===== src/rtl/vic_pkg.sv =====
package vic_pkg;

    localparam int ADDR_W = 3;

    typedef enum logic [ADDR_W-1:0] {
        A_STAT = 3'd0,
        A_PEND = 3'd1,
        A_ENAB = 3'd2,
        A_ACK  = 3'd3,
        A_SETE = 3'd4,
        A_CLRE = 3'd5,
        A_VEC  = 3'd6,
        A_MEN  = 3'd7
    } reg_sel_e;

    typedef enum logic [1:0] {
        ME_OFF  = 2'b00,
        ME_GATE = 2'b01,
        ME_ARM  = 2'b10,
        ME_RUN  = 2'b11
    } me_state_e;

endpackage


===== src/rtl/vic_capture.sv =====
module vic_capture #(
    parameter int N_SRC     = 32,
    parameter bit EDGE_MODE = 1'b0
) (
    input  logic             clk,
    input  logic             rst_n,
    input  logic [N_SRC-1:0] src,
    input  logic [N_SRC-1:0] ack,
    output logic [N_SRC-1:0] status
);

    logic [N_SRC-1:0] set_v;

    generate
        if (EDGE_MODE) begin : g_edge
            logic [N_SRC-1:0] src_q;
            always_ff @(posedge clk) begin
                if (!rst_n) src_q <= '0;
                else        src_q <= src;
            end
            assign set_v = src & ~src_q;
        end else begin : g_level
            assign set_v = src;
        end
    endgenerate

    // Clear first, then set: a new request wins over a same-cycle acknowledge.
    always_ff @(posedge clk) begin
        if (!rst_n) status <= '0;
        else        status <= (status & ~ack) | set_v;
    end

    p_capture_r2: assert property (@(posedge clk) disable iff (!rst_n)
        1'b1 |=> ((status & $past(set_v)) == $past(set_v)));

    p_ack_clear_r6: assert property (@(posedge clk) disable iff (!rst_n)
        1'b1 |=> ((status & $past(ack & ~set_v)) == '0));

endmodule


===== src/rtl/vic_prio.sv =====
module vic_prio #(
    parameter int N_SRC = 32,
    localparam int IW   = (N_SRC > 1) ? $clog2(N_SRC) : 1
) (
    input  logic             clk,
    input  logic             rst_n,
    input  logic [N_SRC-1:0] pend,
    output logic             any,
    output logic [IW-1:0]    idx
);

    always_comb begin
        idx = '0;
        for (int i = N_SRC - 1; i >= 0; i--) begin
            if (pend[i]) idx = IW'(i);
        end
    end

    assign any = |pend;

    p_vec_pick_r7: assert property (@(posedge clk) disable iff (!rst_n)
        any |-> (pend[idx] && ((pend & ((N_SRC'(1) << idx) - N_SRC'(1))) == '0)));

endmodule


===== src/rtl/vic_mstr.sv =====
module vic_mstr
    import vic_pkg::*;
(
    input  logic       clk,
    input  logic       rst_n,
    input  logic       men_wr,
    input  logic [1:0] men_bits,
    input  logic       any_pend,
    output logic [1:0] me_rd,
    output logic       irq_o
);

    me_state_e state, nxt;

    always_ff @(posedge clk) begin
        if (!rst_n) state <= ME_OFF;
        else        state <= nxt;
    end

    always_comb begin
        nxt = state;
        unique case (state)
            ME_OFF:  if (men_wr) nxt = me_state_e'(men_bits);
            ME_GATE: if (men_wr) nxt = me_state_e'(men_bits);
            ME_ARM:  if (men_wr) nxt = me_state_e'(men_bits);
            ME_RUN:  if (men_wr) nxt = me_state_e'(men_bits);
        endcase
    end

    always_comb begin
        unique case (state)
            ME_OFF:  begin me_rd = 2'b00; irq_o = 1'b0;     end
            ME_GATE: begin me_rd = 2'b01; irq_o = 1'b0;     end
            ME_ARM:  begin me_rd = 2'b10; irq_o = 1'b0;     end
            ME_RUN:  begin me_rd = 2'b11; irq_o = any_pend; end
        endcase
    end

    p_gate_run_r8: assert property (@(posedge clk) disable iff (!rst_n)
        irq_o |-> (state == ME_RUN));

endmodule


===== src/rtl/vec_irq_ctrl.sv =====
module vec_irq_ctrl
    import vic_pkg::*;
#(
    parameter int N_SRC     = 32,
    parameter int DW        = 32,
    parameter bit EDGE_MODE = 1'b0,
    localparam int IW       = (N_SRC > 1) ? $clog2(N_SRC) : 1
) (
    input  logic              clk,
    input  logic              rst_n,
    input  logic              bus_wr,
    input  logic              bus_rd,
    input  logic [ADDR_W-1:0] bus_addr,
    input  logic [DW-1:0]     bus_wdata,
    output logic [DW-1:0]     bus_rdata,
    input  logic [N_SRC-1:0]  irq_src,
    output logic              irq_out
);

    reg_sel_e         sel;
    logic [N_SRC-1:0] wmask;
    logic [N_SRC-1:0] enable;
    logic [N_SRC-1:0] status;
    logic [N_SRC-1:0] pend;
    logic [N_SRC-1:0] ack;
    logic             any;
    logic [IW-1:0]    idx;
    logic [1:0]       me_rd;

    assign sel   = reg_sel_e'(bus_addr);
    assign wmask = bus_wdata[N_SRC-1:0];
    assign ack   = (bus_wr && sel == A_ACK) ? wmask : '0;
    assign pend  = status & enable;

    vic_capture #(.N_SRC(N_SRC), .EDGE_MODE(EDGE_MODE)) u_cap (
        .clk(clk), .rst_n(rst_n), .src(irq_src), .ack(ack), .status(status)
    );

    vic_prio #(.N_SRC(N_SRC)) u_prio (
        .clk(clk), .rst_n(rst_n), .pend(pend), .any(any), .idx(idx)
    );

    vic_mstr u_mstr (
        .clk(clk), .rst_n(rst_n),
        .men_wr(bus_wr && sel == A_MEN), .men_bits(bus_wdata[1:0]),
        .any_pend(any), .me_rd(me_rd), .irq_o(irq_out)
    );

    always_ff @(posedge clk) begin
        if (!rst_n) begin
            enable <= '0;
        end else if (bus_wr) begin
            unique case (sel)
                A_ENAB:  enable <= wmask;
                A_SETE:  enable <= enable | wmask;
                A_CLRE:  enable <= enable & ~wmask;
                default: enable <= enable;
            endcase
        end
    end

    always_ff @(posedge clk) begin
        if (!rst_n) begin
            bus_rdata <= '0;
        end else if (bus_rd) begin
            unique case (sel)
                A_STAT: bus_rdata <= DW'(status);
                A_PEND: bus_rdata <= DW'(pend);
                A_ENAB: bus_rdata <= DW'(enable);
                A_ACK:  bus_rdata <= '0;
                A_SETE: bus_rdata <= '0;
                A_CLRE: bus_rdata <= '0;
                A_VEC:  bus_rdata <= any ? DW'(idx) : '1;
                A_MEN:  bus_rdata <= DW'(me_rd);
            endcase
        end
    end

    p_enab_zero_r3: assert property (@(posedge clk) disable iff (!rst_n)
        (bus_wr && sel == A_ENAB && wmask == '0) |=> !irq_out);

    p_set_en_r4: assert property (@(posedge clk) disable iff (!rst_n)
        (bus_wr && sel == A_SETE) |=>
            (((enable & $past(wmask)) == $past(wmask)) &&
             ((enable & ~$past(wmask)) == ($past(enable) & ~$past(wmask)))));

    p_clr_en_r5: assert property (@(posedge clk) disable iff (!rst_n)
        (bus_wr && sel == A_CLRE) |=>
            (((enable & $past(wmask)) == '0) &&
             ((enable & ~$past(wmask)) == ($past(enable) & ~$past(wmask)))));

    p_irq_pend_r8: assert property (@(posedge clk) disable iff (!rst_n)
        irq_out |-> ((status & enable) != '0));

    p_alias_zero_r9: assert property (@(posedge clk) disable iff (!rst_n)
        (bus_rd && (sel == A_ACK || sel == A_SETE || sel == A_CLRE)) |=> (bus_rdata == '0));

endmodule


===== config.mk =====
export PLATFORM = sky130hd
export DESIGN_NAME = vec_irq_ctrl
export DESIGN_NICKNAME = d
export VERILOG_FILES = /design/src/rtl/vic_pkg.sv /design/src/rtl/vic_capture.sv /design/src/rtl/vic_prio.sv /design/src/rtl/vic_mstr.sv /design/src/rtl/vec_irq_ctrl.sv
export SDC_FILE = /design/constraint.sdc
export NUM_CORES = 1
export LEC_CHECK = 0
export CAP_MARGIN = 5
export CORE_MARGIN = 2
export CORE_UTILIZATION = 35
export CTS_BUF_LIST = sky130_fd_sc_hd__clkbuf_4
export DETAILED_ROUTE_END_ITERATION = 16
export DONT_BUFFER_PORTS = 1
export GPL_TIMING_DRIVEN = 0
export PLACE_DENSITY = 0.55
export SETUP_SLACK_MARGIN = 0.2
export SYNTH_ARGS = -nofsm -noshare
export SYNTH_HDL_FRONTEND = slang
export SYNTH_SLANG_ARGS = --single-unit

===== constraint.sdc =====
create_clock -name clk -period 2.2 [get_ports clk]
set_input_delay 0.22 -clock clk [delete_from_list [all_inputs] [get_ports clk]]
set_output_delay 0.22 -clock clk [all_outputs]
set_load 0.01 [all_outputs]

Word-level counts from Yosys, hierarchy flattened
Index checks and enable logic that the tools add are counted.
Widths: inputs -> output; s select.
{"block": "classes", "add_sub_neg": 0, "n_mul": 0, "div": 0, "order_cmp": 0, "eq_ne": 11, "shift": 0, "muxes": 40, "bitwise_logic": 7, "n_reduce_logical": 10}
{"cell": "$pmux 32 s6", "n": 1}
{"cell": "$mux 5", "n": 32}
{"cell": "$and 32x32->32", "n": 3}
{"cell": "$pmux 32 s3", "n": 1}
{"cell": "$mux 32", "n": 2}
{"cell": "$not 32->32", "n": 2}
{"cell": "$or 32x32->32", "n": 2}
{"cell": "$reduce_or 32->1", "n": 1}
{"cell": "$eq 3x3->1 const B", "n": 4}
{"cell": "$pmux 2 s4", "n": 1}
{"cell": "$eq 3x2->1 const B", "n": 2}
{"cell": "$reduce_or 3->1", "n": 2}
{"cell": "$eq 2x2->1 const B", "n": 2}
{"cell": "$mux 2", "n": 2}
{"cell": "$reduce_or 4->1", "n": 1}
{"cell": "$eq 3x1->1 const B", "n": 1}
{"cell": "$logic_not 3->1", "n": 1}
{"cell": "$reduce_bool 3->1", "n": 1}
{"cell": "$eq 2x1->1 const B", "n": 1}
{"cell": "$logic_and 1x1->1", "n": 2}
{"cell": "$logic_not 2->1", "n": 1}
{"cell": "$ne 2x1->1 const B", "n": 1}
{"cell": "$pmux 1 s2", "n": 1}
{"cell": "$reduce_and 2->1", "n": 1}
{"block": "word_totals", "reg_bits": 98, "latch_bits": 0, "mem_bits_rw": 0, "romBits": 0, "inputBits": 71, "output_inout_bits": 33, "mem_count": 0}

Logic depth before layout (Yosys ltp)
{"block": "logic_depth", "depth_word": 35, "mapped_depth": 8, "depth_no_buf": 6}

By module
A second synthesis with hierarchy kept.
{"block": "hier_totals", "hier_cells": 769, "hier_area_um2": 5879.4}
{"mod": "vec_irq_ctrl", "instances": 1, "cells_each": 596, "area_per_inst_um2": 4292.9, "seq_area_each_um2": 1281.2}
{"mod": "vic_capture", "instances": 1, "cells_each": 99, "area_per_inst_um2": 1114.8, "seq_area_each_um2": 640.6}
{"mod": "vic_prio", "instances": 1, "cells_each": 65, "area_per_inst_um2": 385.4, "seq_area_each_um2": 0.0}
{"mod": "vic_mstr", "instances": 1, "cells_each": 9, "area_per_inst_um2": 86.3, "seq_area_each_um2": 40.0}

Worst setup path after synthesis
OpenSTA, ideal clock, no wires.
{"block": "synth_path", "kind": "reg-to-reg", "start": "register u_cap.status[20]", "end": "register bus_rdata[13]", "setup_ps": 60, "arrival_ps": 1661, "t_required_ps": 2140, "slack_ps": 479, "stages_incl_launch_ff": 8, "n_path_buf": 2, "period_less_slack_ps": 1721, "cell_sequence": "dfxtp_1 -> a22o_1 -> nand4bb_4 -> nor4b_4 -> a21bo_1 -> buf_6 -> buf_8 -> o221a_1"}
{"block": "synth_between", "elab_chain_cells": 4}
{"item": "from (decl)", "line": "vic_capture.sv:9", "text": "output logic [N_SRC-1:0] status"}
{"item": "from (signal assigned)", "line": "vic_capture.sv:30", "text": "else status <= (status & ~ack) | set_v;"}
{"item": "$and 32x32->32", "line": "vec_irq_ctrl.sv:33", "text": "assign pend = status & enable;"}
{"item": "$reduce_or 32->1", "line": "vic_prio.sv:19", "text": "assign any = |pend;"}
{"item": "$mux 32", "line": "vec_irq_ctrl.sv:73", "text": "A_VEC: bus_rdata <= any ? DW'(idx) : '1;"}
{"item": "$pmux 32 s6", "line": "vec_irq_ctrl.sv:66", "text": "unique case (sel)"}
{"item": "to (signal assigned)", "line": "vec_irq_ctrl.sv:67", "text": "A_STAT: bus_rdata <= DW'(status);"}
{"item": "to (signal assigned)", "line": "vec_irq_ctrl.sv:73"}
{"item": "to (signal assigned)", "line": "vec_irq_ctrl.sv:74", "text": "A_MEN: bus_rdata <= DW'(me_rd);"}
{"item": "to (decl)", "line": "vec_irq_ctrl.sv:15", "text": "output logic [DW-1:0] bus_rdata,"}
Every way passes these cells.
A chain may end at the register's enable or synchronous reset.

Final worst setup path
{"block": "layout_path", "start": "register u_cap.status[12]", "end": "output port irq_out"}
{"block": "layout_between", "elab_chain_cells": 3}
{"item": "$and 32x32->32", "line": "vec_irq_ctrl.sv:33"}
{"item": "$reduce_or 32->1", "line": "vic_prio.sv:19"}
{"item": "$pmux 1 s2", "line": "vic_mstr.sv:31", "text": "unique case (state)"}
{"item": "to (decl)", "line": "vec_irq_ctrl.sv:17", "text": "output logic irq_out"}
Every way passes these cells.

==> impl_metrics.py <==
metrics = {
    "final_layout": {
        "synthToLayoutAreaGrowth_pct": 26.9,
        "nFillCells": 1380,
        "fin_nets": 780,
        "ff_latch_area_um2": 1980,
        "diodes": 0,
        "final_cell_area_um2": 6340,
        "multi_input_area_um2": 2930,
        "drive_gt1_share_pct": 12.2,
        "finalNonFillerCells": 893,
    },
    "synthesis": {
        "synthArstFlopShare_pct": 0,
        "synth_edf_count": 0,
        "synth_ff_type": "dfxtp_1",
        "synth_seq_cells": 98,
        "syn_avg_cell_area_um2": 8.18,
        "ys_seq_area_share_pct": 39.3,
        "netlist_area_um2": 5000,
        "syn-num-nets": 682,
        "yosysUniqueCellTypes": 49,
        "synth_cells": 611,
        "yosysWarnings": 0,
    },
    "pwr": {
        "p_int_w": 0.00256,
        "combPwrFrac_pct": 19.0,
        "power_leakage_nw": 2.24,
        "power-per-cell-area_nw_per_um2": 580,
        "ir_drop_v": 0.000597,
        "p_clk_share_pct": 26.0,
        "sw_frac_of_total_pct": 30.3,
        "p_sw_w": 0.00112,
        "p_seq_share_pct": 55.0,
    },
    "floorplan": {
        "ios": 104,
        "start_util_pct": 35.9,
        "core_um2": 13900,
        "fp.dieH_um": 123,
        "placementRows": 43,
        "die_x_um": 123,
        "die_area_um2": 15200,
    },
    "sta": {
        "fin_ws_ns": 0.0790,
        "fin_worst_skew_ns": 0.0207,
        "finalHoldViolations": 0,
        "layout_min_cycle_time_ns": 2.12,
        "drv_slew": 0,
        "rsz0062_at_grt": "yes",
        "maxSlewHeadroom_pct": 51.9,
        "fmax_mhz": 471,
        "period_share_pct": 96.4,
        "tns_ns": 0,
        "tightest_slew_ns": 0.722,
        "setup_viol": 0,
    },
    "critical_path": {
        "endpoint_kind": "output pin",
        "critPathSlowestCell": "nor4b_4",
        "crit_chain": "a22oi_2 -> nand4_1 -> nor4b_4 -> a21oi_2",
        "crit_required_ns": 1.98,
        "path_max_fanout": 4,
        "cp_top_family": "simple AND/OR/NAND/NOR gates",
        "slowest_delay_ns": 0.42,
        "crit_type": "reg2out",
        "critPathLaunchType": "flip-flop",
        "path_buf_inv": 0,
        "crit_arrival_ns": 1.90,
    },
    "cts": {
        "clock-sinks": 98,
        "cts.clk_slew.worst_paths_ns": 0.15,
        "cts_htree_levels": 3,
        "cts-root-buf": "clkbuf_4",
        "cts_buffers": 9,
        "cts_tree": "yes",
        "clock_path_buffers": 2,
        "clock_latency_ns": 0.50,
    },
    "global_route": {
        "grt_max_degree": 16,
        "grt_pass1_wl_mm": 26.5,
        "grt_overflow_total": 0,
        "grt_use_total_pct": 22.9,
        "grt_pass1_vias": 4881,
        "grt_antenna_before_repair": 0,
    },
    "placed_design": {
        "gp_congestion": 0.871,
        "place_inst": 791,
        "portBuffers": 0,
        "dpl_cell_area_um2": 5220,
        "dp_slack_ns": -0.0282,
        "dpl.hpwl_mm": 11.9,
    },
    "detailed_routing": {
        "avgViaCountPerCell": 5.65,
        "ant_nets": 0,
        "dr_total_vias": 5047,
        "wl_mm": 17.2,
        "drc": 0,
        "wl_per_cell_um": 19.2,
        "drt_iter0_drc": 510,
        "drtPass1Iterations": 5,
    },
    "min_path": {
        "min_path_type": "in2reg",
    },
    "outcome": {
        "status": "complete, no violations",
    },
    "flow_run": {
        "cap_violations": 0,
    },
}
==> through the flow <==
step	power, W	hold WS [ns]	utilization (%)
floorplan	0.00239	0.359	-
global placement	0.00254	0.360	37.5
detailed placement	0.00255	0.366	37.5
CTS	0.00366	0.0000346	44.3
global route	0.00387	0.0133	45.5
finish	0.00368	0.0245	45.5
==> cell type report <==
type / count / area share, %
clock buffers: 9 / 1.07
multi-input cells: 464 / 46.2
clock inverters: 6 / 0.928
flip-flops and latches: 98 / 31.3
repair buffers: 87 / 13.4
inverters: 4 / 0.237
plain buffers: 45 / 3.34
well taps: 180 / 3.55
==> synth_stat cells (all sizes together), types with 2 or more instances <==
master | count | area [µm²]
nand4 | 5 | 31.3
mux2i | 2 | 20.0
a32oi | 2 | 17.5
o221a | 27 | 304
nor2b | 99 | 619
clkbuf | 37 | 139
a22o | 4 | 35.0
nand3 | 3 | 15.0
o2111ai | 2 | 17.5
dfxtp | 98 | 1960
a21oi | 74 | 370
inv | 4 | 15.0
buf | 8 | 65.1
nand2 | 90 | 338
nand4b | 2 | 17.5
o21ai | 69 | 345
a32o | 4 | 40.0
o211ai | 2 | 15.0
a22oi | 45 | 363
nor2 | 10 | 37.5
a31oi | 2 | 12.5
==> power by group through the flow <==
stage | Combinational, W | Sequential (W) | Clock, W
floorplan | 0.000375 | 0.00202 | 0
global placement | 0.000482 | 0.00206 | 0
detailed placement | 0.000493 | 0.00206 | 0
CTS | 0.000655 | 0.00202 | 0.000988
global route | 0.000759 | 0.00204 | 0.00106
finish | 0.000698 | 0.00202 | 0.000956
==> cell usage in the layout (no fill, tap or decap), drive strengths merged, types with 2 or more instances in the layout <==
| cell | n |
|---|---|
| nor2 | 10 |
| a31oi | 2 |
| nand3 | 3 |
| dlygate4sd3 | 66 |
| o21ai | 69 |
| o221a | 27 |
| mux2i | 2 |
| a21oi | 74 |
| o2111ai | 2 |
| nand2 | 90 |
| clkinv | 3 |
| nand4b | 2 |
| clkbuf | 47 |
| inv | 4 |
| dfxtp | 98 |
| buf | 28 |
| a32o | 4 |
| a22oi | 45 |
| o211ai | 2 |
| clkinvlp | 2 |
| nor2b | 99 |
| a32oi | 2 |
| nand4 | 5 |
| a22o | 4 |
==> layer usage <==
| metal | track usage [%] | part of all wire (%) | vias to the layer above |
|---|---|---|---|
| met1 | 29.1 | 43 | 2431 |
| met3 | 7.01 | 7.8 | 29 |
| li1 | - | - | 2413 |
| met2 | 37.3 | 47 | 174 |
| met4 | 7.03 | 1.9 | 0 |
| met5 | 0 | 0 | - |
==> logic make-up after synthesis <==
| family | synth area share [%] |
|---|---|
| muxes | 0.401 |
| AOI/OAI and AO/OA | 33.3 |
| buffers and inverters | 4.38 |
| DFF | 39.3 |
| and+or+nand+nor | 22.7 |
==> worst paths after layout <==
check	start	end	slack, ns	cells after the start
min reg2reg	u_cap.status[12]	u_cap.status[12]	0.56	2
min	bus_wdata[1]	enable[1]	0.02	3
max	u_cap.status[12]	irq_out	0.08	4
max reg2reg	u_cap.status[12]	bus_rdata[5]	0.10	8
==> repair_timing <==
item,in CTS,in global routing
buffers inserted,14,5
endpoints found under the hold margin,66,0
hold buffers,66,0
cloned,1,1
pin swaps,11,25
endpoints found under the setup margin,22,30
resized for setup,14,21
==> tightest hold or removal path: cells and delay by family <==
family / cells / cell delay (ns)
compound gates: 2 / 0.20
simple gates: 1 / 0.06
==> flip-flops by register name (all words and copies together), names as in the netlist <==
name          cells
u_cap.status     32
bus_rdata        32
enable           32
u_mstr.state      2
No activity file was read; power rests on OpenSTA's default activity.
